===== src/rtl/ebus_pkg.sv =====
package ebus_pkg;

    localparam int ADDR_W = 16;
    localparam int DATA_W = 8;
    localparam int PH_W   = 4;

    typedef logic [PH_W-1:0] phase_t;

    // machine cycle of twelve clocks, two halves of six
    localparam phase_t PH_LAST   = 4'd11;
    localparam phase_t PH_HALF   = 4'd6;
    localparam phase_t HALF_LAST = 4'd5;
    localparam phase_t ALE_END   = 4'd1;   // ale high at local 0..1
    localparam phase_t ADR_END   = 4'd2;   // low address driven local 0..2
    localparam phase_t PS_BEG    = 4'd3;   // psen low local 3..5
    localparam phase_t RW_BEG    = 4'd5;   // rd/wr low 5..10
    localparam phase_t RW_END    = 4'd10;
    localparam phase_t WD_BEG    = 4'd3;   // write data 3..11

    typedef struct packed {
        logic              wr;
        logic              wide;
        logic [ADDR_W-1:0] addr;
        logic [DATA_W-1:0] wdata;
    } xfer_t;

    function automatic logic ph_in(input phase_t p, input phase_t lo, input phase_t hi);
        return (p >= lo) && (p <= hi);
    endfunction

    function automatic phase_t ph_local(input phase_t p);
        return (p >= PH_HALF) ? phase_t'(p - PH_HALF) : p;
    endfunction

endpackage


===== src/rtl/ebus_seq.sv =====
module ebus_seq
    import ebus_pkg::*;
(
    input  logic   clk,
    input  logic   rst,
    output phase_t ph,
    output logic   mc_end,
    output logic   half_end
);
    always_ff @(posedge clk) begin
        if (rst)         ph <= PH_LAST;
        else if (mc_end) ph <= '0;
        else             ph <= ph + 4'd1;
    end

    assign mc_end   = (ph == PH_LAST);
    assign half_end = (ph == PH_LAST) || (ph == HALF_LAST);
endmodule


===== src/rtl/ebus_accept.sv =====
module ebus_accept
    import ebus_pkg::*;
(
    input  logic  clk,
    input  logic  rst,
    input  logic  mc_end,
    input  logic  dreq,
    input  xfer_t req_in,
    output xfer_t act,
    output logic  dcyc
);
    xfer_t pend;
    logic  pend_v;

    always_ff @(posedge clk) begin
        if (rst) begin
            pend   <= '0;
            pend_v <= 1'b0;
            act    <= '0;
            dcyc   <= 1'b0;
        end else if (mc_end) begin
            dcyc   <= pend_v | dreq;
            pend_v <= 1'b0;
            if (pend_v)    act <= pend;
            else if (dreq) act <= req_in;
        end else if (dreq && !pend_v) begin
            pend   <= req_in;
            pend_v <= 1'b1;
        end
    end
endmodule


===== src/rtl/ebus_pins.sv =====
module ebus_pins
    import ebus_pkg::*;
(
    input  logic              clk,
    input  logic              rst,
    input  phase_t            ph,
    input  logic              half_end,
    input  logic              dcyc,
    input  xfer_t             act,
    input  logic              fetch_ext,
    input  logic [ADDR_W-1:0] code_addr,
    input  logic              ale_off,
    input  logic [DATA_W-1:0] p2_latch,
    input  logic [DATA_W-1:0] p0_in,
    output logic              ale,
    output logic              psen_n,
    output logic              rd_n,
    output logic              wr_n,
    output logic [DATA_W-1:0] p0_out,
    output logic              p0_oe,
    output logic [DATA_W-1:0] p2_out,
    output logic [DATA_W-1:0] ibyte,
    output logic              ivalid,
    output logic [DATA_W-1:0] rbyte,
    output logic              dvalid
);
    logic              ext_h, aoff_h;
    logic [ADDR_W-1:0] caddr_h;
    phase_t            hph;
    logic              second, rw_win, adr_win;

    always_ff @(posedge clk) begin
        if (rst) begin
            ext_h   <= 1'b0;
            aoff_h  <= 1'b0;
            caddr_h <= '0;
            ibyte   <= '0;
            ivalid  <= 1'b0;
            rbyte   <= '0;
            dvalid  <= 1'b0;
        end else begin
            if (half_end) begin
                ext_h   <= fetch_ext;
                aoff_h  <= ale_off;
                caddr_h <= code_addr;
            end
            ivalid <= half_end && ext_h && !dcyc;
            if (half_end && ext_h && !dcyc) ibyte <= p0_in;
            dvalid <= dcyc && (ph == RW_END);
            if (dcyc && !act.wr && (ph == RW_END)) rbyte <= p0_in;
        end
    end

    always_comb begin
        hph     = ph_local(ph);
        second  = (ph >= PH_HALF);
        rw_win  = dcyc && ph_in(ph, RW_BEG, RW_END);
        adr_win = (hph <= ADR_END);

        if (dcyc) ale = (hph <= ALE_END) && !second;
        else      ale = (hph <= ALE_END) && (ext_h || !aoff_h);

        psen_n = !(!dcyc && ext_h && (hph >= PS_BEG));
        rd_n   = !(rw_win && !act.wr);
        wr_n   = !(rw_win && act.wr);

        p0_oe  = 1'b0;
        p0_out = '0;
        if (dcyc) begin
            if (!second && adr_win) begin
                p0_oe  = 1'b1;
                p0_out = act.addr[DATA_W-1:0];
            end else if (act.wr && (ph >= WD_BEG)) begin
                p0_oe  = 1'b1;
                p0_out = act.wdata;
            end
        end else if (ext_h && adr_win) begin
            p0_oe  = 1'b1;
            p0_out = caddr_h[DATA_W-1:0];
        end

        if (dcyc)       p2_out = act.wide ? act.addr[ADDR_W-1:DATA_W] : p2_latch;
        else if (ext_h) p2_out = caddr_h[ADDR_W-1:DATA_W];
        else            p2_out = p2_latch;
    end
endmodule


===== src/rtl/ebus_ctrl.sv =====
module ebus_ctrl
    import ebus_pkg::*;
(
    input  logic              clk,
    input  logic              rst,
    input  logic              fetch_ext,
    input  logic [ADDR_W-1:0] code_addr,
    input  logic              ale_off,
    input  logic [DATA_W-1:0] p2_latch,
    input  logic              dreq,
    input  logic              dwr,
    input  logic              dwide,
    input  logic [ADDR_W-1:0] daddr,
    input  logic [DATA_W-1:0] dwdata,
    input  logic [DATA_W-1:0] p0_in,
    output logic              ale,
    output logic              psen_n,
    output logic              rd_n,
    output logic              wr_n,
    output logic [DATA_W-1:0] p0_out,
    output logic              p0_oe,
    output logic [DATA_W-1:0] p2_out,
    output logic [DATA_W-1:0] ibyte,
    output logic              ivalid,
    output logic [DATA_W-1:0] rbyte,
    output logic              dvalid
);
    phase_t ph;
    logic   mc_end, half_end, dcyc;
    xfer_t  req_in, act;

    assign req_in = '{wr: dwr, wide: dwide, addr: daddr, wdata: dwdata};

    ebus_seq u_seq (
        .clk(clk), .rst(rst), .ph(ph), .mc_end(mc_end), .half_end(half_end)
    );

    ebus_accept u_acc (
        .clk(clk), .rst(rst), .mc_end(mc_end), .dreq(dreq),
        .req_in(req_in), .act(act), .dcyc(dcyc)
    );

    ebus_pins u_pins (
        .clk(clk), .rst(rst), .ph(ph), .half_end(half_end), .dcyc(dcyc),
        .act(act), .fetch_ext(fetch_ext), .code_addr(code_addr),
        .ale_off(ale_off), .p2_latch(p2_latch), .p0_in(p0_in),
        .ale(ale), .psen_n(psen_n), .rd_n(rd_n), .wr_n(wr_n),
        .p0_out(p0_out), .p0_oe(p0_oe), .p2_out(p2_out),
        .ibyte(ibyte), .ivalid(ivalid), .rbyte(rbyte), .dvalid(dvalid)
    );
endmodule


===== config.mk =====
export PLATFORM = sky130hd
export DESIGN_NAME = ebus_ctrl
export DESIGN_NICKNAME = d
export VERILOG_FILES = /design/src/rtl/ebus_pkg.sv /design/src/rtl/ebus_seq.sv /design/src/rtl/ebus_accept.sv /design/src/rtl/ebus_pins.sv /design/src/rtl/ebus_ctrl.sv
export SDC_FILE = /design/constraint.sdc
export NUM_CORES = 1
export LEC_CHECK = 0
export BUFFER_PORTS_ARGS = -buffer_cell sky130_fd_sc_hd__buf_2
export CORE_MARGIN = 3
export CORE_UTILIZATION = 24
export DETAILED_ROUTE_END_ITERATION = 8
export PLACE_DENSITY = 0.48
export SETUP_SLACK_MARGIN = 0.2
export SLEW_MARGIN = 25
export SYNTH_ARGS = -nofsm -noshare
export SYNTH_HDL_FRONTEND = slang
export SYNTH_SLANG_ARGS = --single-unit

===== constraint.sdc =====
create_clock -name clk -period 3.6 [get_ports clk]
set_input_delay 0.18 -clock clk [delete_from_list [all_inputs] [get_ports clk]]
set_output_delay 0.18 -clock clk [all_outputs]
set_load 0.005 [all_outputs]

==> results list <==
- In the final routed layout, each cell accounts on average for 17.4 um.
- After synthesis, the share of flip-flops with an asynchronous set or reset is 0%.
- The worst hold path was traced through 3 stages.
- Relative to the synthesized area, the layout overhead comes to 20.2%.
- GRT met1 Usage: approximately 17%
- Once placement finished, the instance area stood at 5080 um^2.
- Setup violations remaining at the end of the flow were counted as 0.
- Sequential share of the synthesized area: between 40% and 50%
- The worst setup path is of the flop to primary output kind.
- Max-slew violation count: 0
- For this run the aggregate overflow at the end of global routing stands at 0.
* Number of placement rows: 49
- Worst Hold Class: primary input to flop
* Proportion of layout cells with a drive suffix above 1: between 20% and 30%
* Endpoint required time on the critical path: 3420 ps
- Core area: around 18000 um^2
* Router iterations before antenna repair: 5
- Drt initial violations: between 200 and 250
- Detailed routing inserted a total of 4089 vias.
- VDD sags by at most between 0.2 and 0.25 mV.
- Startpoint kind of the worst setup timing path: flop
* Total half-perimeter wirelength after legalization and detailed placement: just under 10 mm
- The top cell type by area accounts for 42.0% of the synthesized area.
- The floorplan step set the die width to around 140 um.
* Initial Util: around 25%
- Clock latency at the later pin of the worst-skew pair: 350 ps
- The worst hold path begins at daddr[10].
- Along the worst path, the maximum fanout reaches 16.
- Based on the critical path, the design can be clocked at up to around 400 MHz.
- The die covers slightly above 20000 um^2.
* Ports: 102
- Synthesis produced 516 cells.
* Global route hottest layer: met2
- After routing, the total negative slack on setup checks comes to 0 ps.
* Antenna cell count: 0
- Headroom to the max-slew limit came out at about a third.
* Synth area leader: sky130_fd_sc_hd__dfxtp_1
- Number of synthesized register bits: 94
* Result of the run: finished, final reports clean
- The synthesized design contains 0 enable-type register cells.
* FF-to-FF Start: u_seq.ph[1]
- The final-report hold violation count is 0.
- Synthesis instantiated 39 different standard cells from the library.
- Clock slew seen by the registers of the worst setup and hold paths: 70 ps
- Cell type of the slowest stage on the worst timing path: sky130_fd_sc_hd__a211oi_2
- PostCTS Resize Cnt: 0
- Across all register-to-register paths, the minimum setup slack is between 1000 and 1500 ps.
- Summing all flip-flop and latch instances after layout gives between 1500 and 2000 um^2.
- In this run the cell area of the synthesized design comes to between 4000 and 5000 um^2.
- Summing all non-filler instances in the final layout gives an area of around 5400 um^2.
- Leakage: 1.98 nW
- Once the clock tree was built, the setup fixing pass inserted 0 buffers.
- WL final: ~14 mm
* Final critical path time including I/O delays and setup: between 2000 and 2500 ps
- The number of hold buffers added after CTS was 0.
- Ys flop type: sky130_fd_sc_hd__dfxtp_1
- Global routing used ~14% of the available tracks across all layers.
- First-pass GRT wire length: about 22 mm
* Number of nets with antenna violations after detailed routing: 0
- RD Place Congestion: ~0.8
* Vias per cell: between 5 and 6
- The tree built by TritonCTS fans out to 94 sinks.
* Unrepaired setup endpoints after global routing: false
- CTS built an H-tree with a depth of 3.
- Cell depth of the worst flop-to-flop path: 6
- The tool flagged a number of max-cap violations equal to 0.
* Period utilization: 69.3%
- The root buffer cell chosen for the clock tree is sky130_fd_sc_hd__clkbuf_16.
- Entering global routing, the biggest net connects about 100 pins.
- Global routing used ~23% of the available met2 tracks.
- Global routing consumed, on the met3 layer, roughly 3.6% of the routing resources.
- The largest single stage delay on the critical path is a little under 900 ps.
- Walking the worst path, the cells encountered are a211oi_2, o21ai_4, o32ai_1, buf_2.
* Multi-input logic area: 2320 um^2
- Critical Path Sink Type: primary output
* Net count reported at finish: 648
- Counting the fill cells in the layout gives 1979.
* DR DRC count: 0
* Yosys warns: 0
- Die Y-Extent: ~140 um
* Top area cells in the synthesized netlist: sky130_fd_sc_hd__dfxtp_1 (42%), sky130_fd_sc_hd__mux2i_1 (12%), sky130_fd_sc_hd__a21oi_1 (9.7%)
* TritonCTS Buffers: 9
- Net Count, Synth: between 500 and 600
* Number of global-route vias before repair: between 3000 and 4000
- In this run the power density over the cells is around 540 nW/um^2.
- Capture instance of the worst register-to-register path: u_pins.ibyte[5]
* Number of buffers on the longest clock path: 2
- Antenna violations before repair: 0
- The clock arrives with 7.67 ps of skew.
* Synthesized area divided by synthesized cell count: ~8.7 um^2
- At the worst endpoint, the arrival time is 2310 ps.
- Slew at the pin closest to its max-slew limit: 991 ps
- Quantity of I/O buffers inserted on ports: 101
- Min-Delay Endpoint: u_acc.pend[18]
- TritonCTS clock tree: built
-- layout by cell type, fill, tap and decap left out, types with 2 or more instances in the layout --
cell type	synthesis	layout
sky130_fd_sc_hd__a21oi_1	87	87
sky130_fd_sc_hd__o21ai_0	53	53
sky130_fd_sc_hd__nand2_1	5	5
sky130_fd_sc_hd__buf_2	24	101
sky130_fd_sc_hd__dfxtp_1	94	94
sky130_fd_sc_hd__buf_4	3	7
sky130_fd_sc_hd__clkinvlp_4	0	3
sky130_fd_sc_hd__mux2i_1	53	53
sky130_fd_sc_hd__a211oi_1	35	34
sky130_fd_sc_hd__nor2_1	4	4
sky130_fd_sc_hd__nor2b_1	14	14
sky130_fd_sc_hd__ha_1	3	3
sky130_fd_sc_hd__clkbuf_16	0	9
sky130_fd_sc_hd__nand3_1	53	53
sky130_fd_sc_hd__inv_1	10	10
sky130_fd_sc_hd__o32ai_1	8	8
sky130_fd_sc_hd__nand2b_1	20	20
sky130_fd_sc_hd__or2_2	2	2
-- Yosys cell counts (4+ instances only) --
master,instances
sky130_fd_sc_hd__a21oi_1,87
sky130_fd_sc_hd__a211oi_1,35
sky130_fd_sc_hd__nor2b_1,14
sky130_fd_sc_hd__o21ai_0,53
sky130_fd_sc_hd__clkbuf_1,25
sky130_fd_sc_hd__mux2i_1,53
sky130_fd_sc_hd__nand2b_1,20
sky130_fd_sc_hd__nor2_1,4
sky130_fd_sc_hd__o32ai_1,8
sky130_fd_sc_hd__nand3_1,53
sky130_fd_sc_hd__buf_2,24
sky130_fd_sc_hd__inv_1,10
sky130_fd_sc_hd__nand2_1,5
sky130_fd_sc_hd__dfxtp_1,94
-- cells by family (layout without fill, tap and decap cells) --
group                      Yosys count  count (layout)  share of synthesized area [%]
buffers and inverters               64             134                           6.48
adders and majority gates            3               3                          0.838
DFF                                 94              94                           42.0
and+or+nand+nor                    108             108                           13.5
muxes                               53              53                           11.8
xor gates and xnor gates             1               1                          0.196
AOI/OAI and AO/OA                  193             193                           25.1
-- through the flow --
stage               instances  setup slack, ps  power, W  hold WS [ps]  utilization [%]
floorplan                 516             2070   0.00175           328                -
global placement          800             1460   0.00196           447             28.0
detailed placement        800             1400   0.00198           454             28.0
CTS                       815             1100   0.00295          67.7             29.6
global route              815              963   0.00307          81.7             29.7
finish                    815             1110   0.00291          85.1             29.7
-- worst max-delay path, delay by kind of cell (launching register included) --
kind	cells	cell delay (ps)
AO/OA/AOI/OAI	3	1310
buffers and inverters	1	180
flip-flops	1	470
-- per-layer routing --
metal | up-vias | routed length, um
met2 | 118 | 6780
met4 | 0 | 246
li1 | 2004 | -
met3 | 17 | 791
met5 | - | 0
met1 | 1950 | 6350
-- how the worst max path moves through the flow --
stage,start,end,slack (ps),cells past startpoint
CTS,u_seq.ph[2],p0_out[2],1100,4
global placement,u_acc.pend_v,u_acc.act[22],1460,4
finish,u_seq.ph[2],p0_out[0],1110,4
detailed placement,u_seq.ph[1],u_acc.act[17],1400,4
floorplan,u_seq.ph[1],u_pins.caddr_h[11],2070,8
global route,u_seq.ph[2],p0_out[0],960,4
-- sequential cells by signal (all words and copies together), names as in the netlist, 4 cells and up --
signal and count:
u_acc.act 26, u_acc.pend 26, u_pins.caddr_h 16, u_pins.ibyte 8, u_pins.rbyte 8, u_seq.ph 4
-- area by class of cell --
type | count | share of cell area (%)
Tap cell | 229 | 5.32
Clock buffer | 10 | 4.25
Multi-Input combinational cell | 358 | 43.1
Timing Repair Buffer | 109 | 10.6
Inverter | 10 | 0.697
Clock inverter | 5 | 1.14
Sequential cell | 94 | 35.0
-- where the power goes --
group          leakage [nW]  switching (W)  total, W  internal, W
clock                 0.131       0.000417  0.000953     0.000536
sequential            0.769       0.000122   0.00128      0.00116
combinational          1.08       0.000407  0.000674     0.000267
Power figures use the tool's default switching activity.
